$ cat src/rtl/addr_req_pkg.sv
package addr_req_pkg;

  // Why the request is in its current state; the first matching cause wins
  typedef enum logic [2:0] {
    BR_NO_WORK   = 3'd0,
    BR_LAUNCH    = 3'd1,
    BR_RETRY     = 3'd2,
    BR_PARKED    = 3'd3,
    BR_REQUEST   = 3'd4
  } br_cause_e;

endpackage

$ cat src/rtl/addr_req_rst_sync.sv
module addr_req_rst_sync #(
  parameter int unsigned STAGES = 2
) (
  input  logic clk,
  input  logic rst_n,
  output logic rst_q_n
);

  logic [STAGES-1:0] sync_q;

  always_ff @(posedge clk or negedge rst_n) begin
    if (!rst_n) begin
      sync_q <= '0;
    end else begin
      sync_q <= {sync_q[STAGES-2:0], 1'b1};
    end
  end

  assign rst_q_n = sync_q[STAGES-1];

endmodule

$ cat src/rtl/addr_req_decide.sv
module addr_req_decide
  import addr_req_pkg::*;
(
  input  logic clk,
  input  logic rst_q_n,
  input  logic txn_pend_i,
  input  logic cancel_i,
  input  logic snp_cpbk_i,
  input  logic bg_n_i,
  input  logic abb_n_i,
  input  logic artry_n_i,
  input  logic ts_launch_i,
  output logic req_o,
  output logic start_o
);

  br_cause_e cause_d;
  logic      req_d;
  logic      req_q;
  logic      start_d;
  logic      start_q;
  logic      parked_idle;
  logic      retry_drop;
  logic      work;

  always_comb begin
    work        = txn_pend_i && !cancel_i;
    parked_idle = !bg_n_i && abb_n_i;
    retry_drop  = !artry_n_i && !snp_cpbk_i;

    if (!work) begin
      cause_d = BR_NO_WORK;
    end else if (ts_launch_i) begin
      cause_d = BR_LAUNCH;
    end else if (retry_drop) begin
      cause_d = BR_RETRY;
    end else if (parked_idle) begin
      cause_d = BR_PARKED;
    end else begin
      cause_d = BR_REQUEST;
    end

    req_d   = (cause_d == BR_REQUEST);
    start_d = work && parked_idle && artry_n_i && !start_q;
  end

  always_ff @(posedge clk or negedge rst_q_n) begin
    if (!rst_q_n) begin
      req_q   <= 1'b0;
      start_q <= 1'b0;
    end else begin
      req_q   <= req_d;
      start_q <= start_d;
    end
  end

  assign req_o   = req_q;
  assign start_o = start_q;

endmodule

$ cat src/rtl/addr_req_tenure_cnt.sv
module addr_req_tenure_cnt #(
  parameter int unsigned MAX_TENURES = 5,
  parameter int unsigned CNT_W       = $clog2(MAX_TENURES + 1)
) (
  input  logic             clk,
  input  logic             rst_q_n,
  input  logic             inc_i,
  input  logic             dec_i,
  output logic [CNT_W-1:0] count_o
);

  localparam logic [CNT_W-1:0] CNT_MAX = CNT_W'(MAX_TENURES);

  logic [CNT_W-1:0] count_d;
  logic [CNT_W-1:0] count_q;
  logic             cnt_en;

  always_comb begin
    count_d = count_q;
    cnt_en  = inc_i ^ dec_i;
    if (inc_i && !dec_i && (count_q != CNT_MAX)) begin
      count_d = count_q + 1'b1;
    end else if (dec_i && !inc_i && (count_q != '0)) begin
      count_d = count_q - 1'b1;
    end
  end

  always_ff @(posedge clk or negedge rst_q_n) begin
    if (!rst_q_n) begin
      count_q <= '0;
    end else if (cnt_en) begin
      count_q <= count_d;
    end
  end

  assign count_o = count_q;

endmodule

$ cat src/rtl/addr_req_ctl.sv
module addr_req_ctl #(
  parameter int unsigned MAX_TENURES = 5,
  parameter int unsigned CNT_W       = $clog2(MAX_TENURES + 1)
) (
  input  logic             clk,
  input  logic             rst_n,
  input  logic             checkstop_i,
  input  logic             txn_pend_i,
  input  logic             cancel_i,
  input  logic             snp_cpbk_i,
  input  logic             bg_n_i,
  input  logic             abb_n_i,
  input  logic             artry_n_i,
  input  logic             ts_launch_i,
  input  logic             tenure_done_i,
  output logic             br_n_o,
  output logic             br_oe_o,
  output logic             start_tenure_o,
  output logic [CNT_W-1:0] outstanding_o
);

  logic rst_q_n;
  logic req;
  logic oe_d;
  logic oe_q;

  addr_req_rst_sync #(.STAGES(2)) u_rst (
    .clk     (clk),
    .rst_n   (rst_n),
    .rst_q_n (rst_q_n)
  );

  addr_req_decide u_decide (
    .clk         (clk),
    .rst_q_n     (rst_q_n),
    .txn_pend_i  (txn_pend_i),
    .cancel_i    (cancel_i),
    .snp_cpbk_i  (snp_cpbk_i),
    .bg_n_i      (bg_n_i),
    .abb_n_i     (abb_n_i),
    .artry_n_i   (artry_n_i),
    .ts_launch_i (ts_launch_i),
    .req_o       (req),
    .start_o     (start_tenure_o)
  );

  addr_req_tenure_cnt #(
    .MAX_TENURES (MAX_TENURES),
    .CNT_W       (CNT_W)
  ) u_cnt (
    .clk     (clk),
    .rst_q_n (rst_q_n),
    .inc_i   (ts_launch_i),
    .dec_i   (tenure_done_i),
    .count_o (outstanding_o)
  );

  always_comb begin
    oe_d = !checkstop_i;
  end

  always_ff @(posedge clk or negedge rst_q_n) begin
    if (!rst_q_n) begin
      oe_q <= 1'b0;
    end else begin
      oe_q <= oe_d;
    end
  end

  assign br_oe_o = oe_q;
  assign br_n_o  = !(req && oe_q);

endmodule

$ cat config.mk
export PLATFORM = sky130hd
export DESIGN_NAME = addr_req_ctl
export DESIGN_NICKNAME = d
export VERILOG_FILES = /design/src/rtl/addr_req_pkg.sv /design/src/rtl/addr_req_rst_sync.sv /design/src/rtl/addr_req_decide.sv /design/src/rtl/addr_req_tenure_cnt.sv /design/src/rtl/addr_req_ctl.sv
export SDC_FILE = /design/constraint.sdc
export NUM_CORES = 1
export LEC_CHECK = 0
export CAP_MARGIN = 0
export CORE_AREA = 4 4 41 43
export CTS_CLUSTER_SIZE = 25
export DETAILED_ROUTE_END_ITERATION = 8
export DIE_AREA = 0 0 45 47
export SKIP_LAST_GASP = 1
export SYNTH_ARGS = -nofsm -noshare
export SYNTH_HDL_FRONTEND = slang
export SYNTH_HIERARCHICAL = 1
export SYNTH_SLANG_ARGS = --single-unit
$ cat constraint.sdc
create_clock -name clk -period 0.85 [get_ports clk]
set_input_delay 0.17 -clock clk [delete_from_list [all_inputs] [get_ports clk]]
set_output_delay 0.17 -clock clk [all_outputs]
set_load 0.02 [all_outputs]
==> results of run 1 <==
## state kept, by name, indices dropped and copies added (netlist names)
| register | flops |
|---|---|
| br_oe_o | 1 |
| u_cnt/count_o | 3 |
| u_decide/start_o | 1 |
| u_decide/req_o | 1 |
| u_rst/sync_q | 2 |
## routing by layer
layer,wire [µm],global-route usage [%],vias to the layer above,part of all wire [%]
met1,448,12.9,194,41
met3,45,2.30,0,4.2
met4,0,10.5,0,0
met5,0,0,-,0
li1,-,-,213,-
met2,589,20.1,9,54
## path summary, 6_finish.rpt
path                             startpoint               end
max in group asynchronous   u_rst/sync_q[1]  u_cnt/count_o[1]
min in group clk            u_rst/sync_q[0]   u_rst/sync_q[1]
hold / removal                        rst_n   u_rst/sync_q[1]
setup / recovery           u_cnt/count_o[0]  u_cnt/count_o[2]
hold reg to reg             u_rst/sync_q[1]  u_cnt/count_o[0]
setup reg to reg           u_cnt/count_o[0]  u_cnt/count_o[2]
## final cells by class
type	count	area [µm²]	area share [%]
well taps	15	18.8	2.52
clock buffers	4	26.3	3.52
repair buffers	24	223	29.9
inverters	5	18.8	2.52
flip-flops and latches	8	203	27.2
multi-input cells	33	256	34.4
## stage by stage
stage	cell area, µm²	hold slack (ps)	worst slack [ps]	util [%]
6_report	746	69.6	-610	57.3
5_1_grt	746	65.0	-652	57.3
4_1_cts	747	68.5	-606	57.4
3_5_place_dp	689	106	-979	53.0
3_3_place_gp	689	101	-925	53.0
2_1_floorplan	462	-126	-690	-
## power groups by stage
stage	Combinational (mW)	Clock (mW)	Sequential (mW)
after detailed placement	1.00	0	0.523
after CTS	1.11	0.329	0.531
after global routing	1.21	0.356	0.550
after global placement	1.01	0	0.515
final	1.12	0.315	0.540
after floorplan	0.406	0	0.685
## synth_stat cells, drive strengths merged, types with 2 or more instances
cell / instances
ha: 2
nor2b: 2
a21oi: 3
inv: 5
nor2: 7
nor3: 2
nor4: 2
nand3b: 2
nand2: 4
dfrtp: 8
o21ai: 2
## placed cells by master (no fill, tap or decap), types with 2 or more instances in the layout
cell,n
a21oi_2,2
buf_4,7
buf_6,6
clkbuf_4,3
clkdlybuf4s50_1,8
dfrtp_1,6
dfrtp_2,2
dlygate4sd2_1,2
ha_2,2
inv_1,4
nand2_1,4
nand3b_1,2
nor2_1,7
nor2b_1,2
## logic make-up after synthesis
| family | after synthesis |
|---|---|
| AND/OR/NAND/NOR | 23 |
| other | 1 |
| adder cells (fa/ha/maj) | 3 |
| buffers and inverters | 6 |
| AO/OA/AOI/OAI | 6 |
| flip-flops | 8 |
## what timing repair did
action / 4_1_cts / 5_1_grt
setup endpoints to repair: 10 / 9
resized for setup: 39 / 4
pin swaps: 6 / 3
==> results_dict.tcl, run 1 <==
set metrics [dict create \
    status "finished with violations" \
    failed_checks "negative setup slack" \
    p_switching_uw 783 \
    ctsHoldBuffers 0 \
    synth_top_flop_cell "dfrtp_1" \
    synthCells 47 \
    clk_path_buf_depth 2 \
    clock_latency_ps 260 \
    grt_pass1_wl_mm 1.73 \
    p_seq_share_pct 27.4 \
    ys_warn_count 6 \
    nets 89 \
    grt-ovfl-total 0 \
    syn_area_um2 457 \
    grt_max_degree 10 \
    path_buf_inv 1 \
    p_comb_share_pct 56.7 \
    place_congestion 0.791 \
    layout-drive-gt1-share_pct 37.8 \
    worst_slack_ps -610 \
    routedWlPerCell_um 12.2 \
    cts.sinks 8 \
    start_util_pct 35.1 \
    ys_types 20 \
    dp.cells 85 \
    grt.total_usage_pct 12.0 \
    synth_top_area_share_pct 43.8 \
    regToRegSetupSlack_ps -610 \
    synth_simple_gate_area_share_pct 31.0 \
    drcViolationCount 0 \
    die_area_um2 2120 \
    synth_nets 61 \
    clkSlewWorstSetupHoldPaths_ps 60 \
    fin_crit_ps 1460 \
    synth_xor_area_share_pct 0 \
    crit_path_cell_trace "buf_6, fa_2, nand2_1, nor3_1, o21ai_1, o2111a_1" \
    finalSetupViolCount 9 \
    fin_cells 89 \
    slowest_delay_ps 410 \
    start_kind "flop" \
    timing.fmax_mhz 685 \
    synth_top_area_cell "dfrtp_1" \
    post_drt_via_cell_ratio 4.67 \
    synth_seq_area_share_pct 43.8 \
    synth-async-reset-ratio_pct 100 \
    ys_top_cells_by_area "dfrtp_1, nor2_1, ha_1" \
    fp.dieW_um 45 \
    final-hold-violation-count 0 \
    fillerInstances 132 \
    cp_data_required_time_ps 1050 \
    endpoint_kind "flop" \
    synth_area_per_cell_um2 9.72 \
    area_delta_synth_final_pct 63.3 \
    routed_wl_mm 1.08 \
    cp_max_fo 5 \
    core_area_um2 1300 \
    first_iter_violations 5 \
    hold_class "in -> async" \
    antenna_found_initial 0 \
    ir_drop_uv 1280 \
    maxCapViolCount 0 \
    ant_nets 0 \
    placementRows 13 \
    ys_ff_latch 8 \
    dr.pass1.iters 2 \
    switching_share_pct 39.6 \
    die_h_um 47 \
    power_mw 1.98 \
    worst_path_max_delay_cell "fa_2" \
    r2r_cells 6 \
    htree_levels 1 \
    criticalPathCategory "reg -> reg" \
    tns_ps -2760 \
    synth_compound_area_share_pct 7.95 \
    finalMaxSlewViolations 0 \
    p_leak_nw 0.330 \
    crit_family "adder cells" \
    dp_hpwl_um 820 \
    synth_fa_ha_area_share_pct 9.86 \
    rsz0062_at_grt "true" \
    synth-edff-count 0 \
    post-cts-setup-buffers 0 \
    power.density_nw_per_um2 2650 \
    vias 416 \
    cts_tree "done" \
    port_buffers 16 \
    clockRootBuffer "clkbuf_4" \
    worstPathArrival_ps 1660 \
    numCtsBuffers 3 \
    crit_cells 6 \
    fin_crit_sh_pct 172 \
    clock-skew-final_ps 10.9 \
    synthMuxAreaShare_pct 0 \
    p_clk_share_pct 15.9 \
    synth_top_family_by_area "simple AND/OR/NAND/NOR gates" \
    n_antenna_cell 0 \
    ios 17 \
    intPower_mw 1.19 \
    grt_pass1_vias 394 \
]
Note: power is estimated with default switching activity, not from simulation.
==> run 2, diff against run 1 <==
- ABC_CLOCK_PERIOD_IN_PS: not set -> 850
==> results of run 2 <==
No change in the layout: final DEF, timing and power equal those of run 1.
==> run 3, diff against run 2 <==
- CAP_MARGIN: 0 -> 25
==> results of run 3 <==
No change in the layout: final DEF, timing and power equal those of run 1.
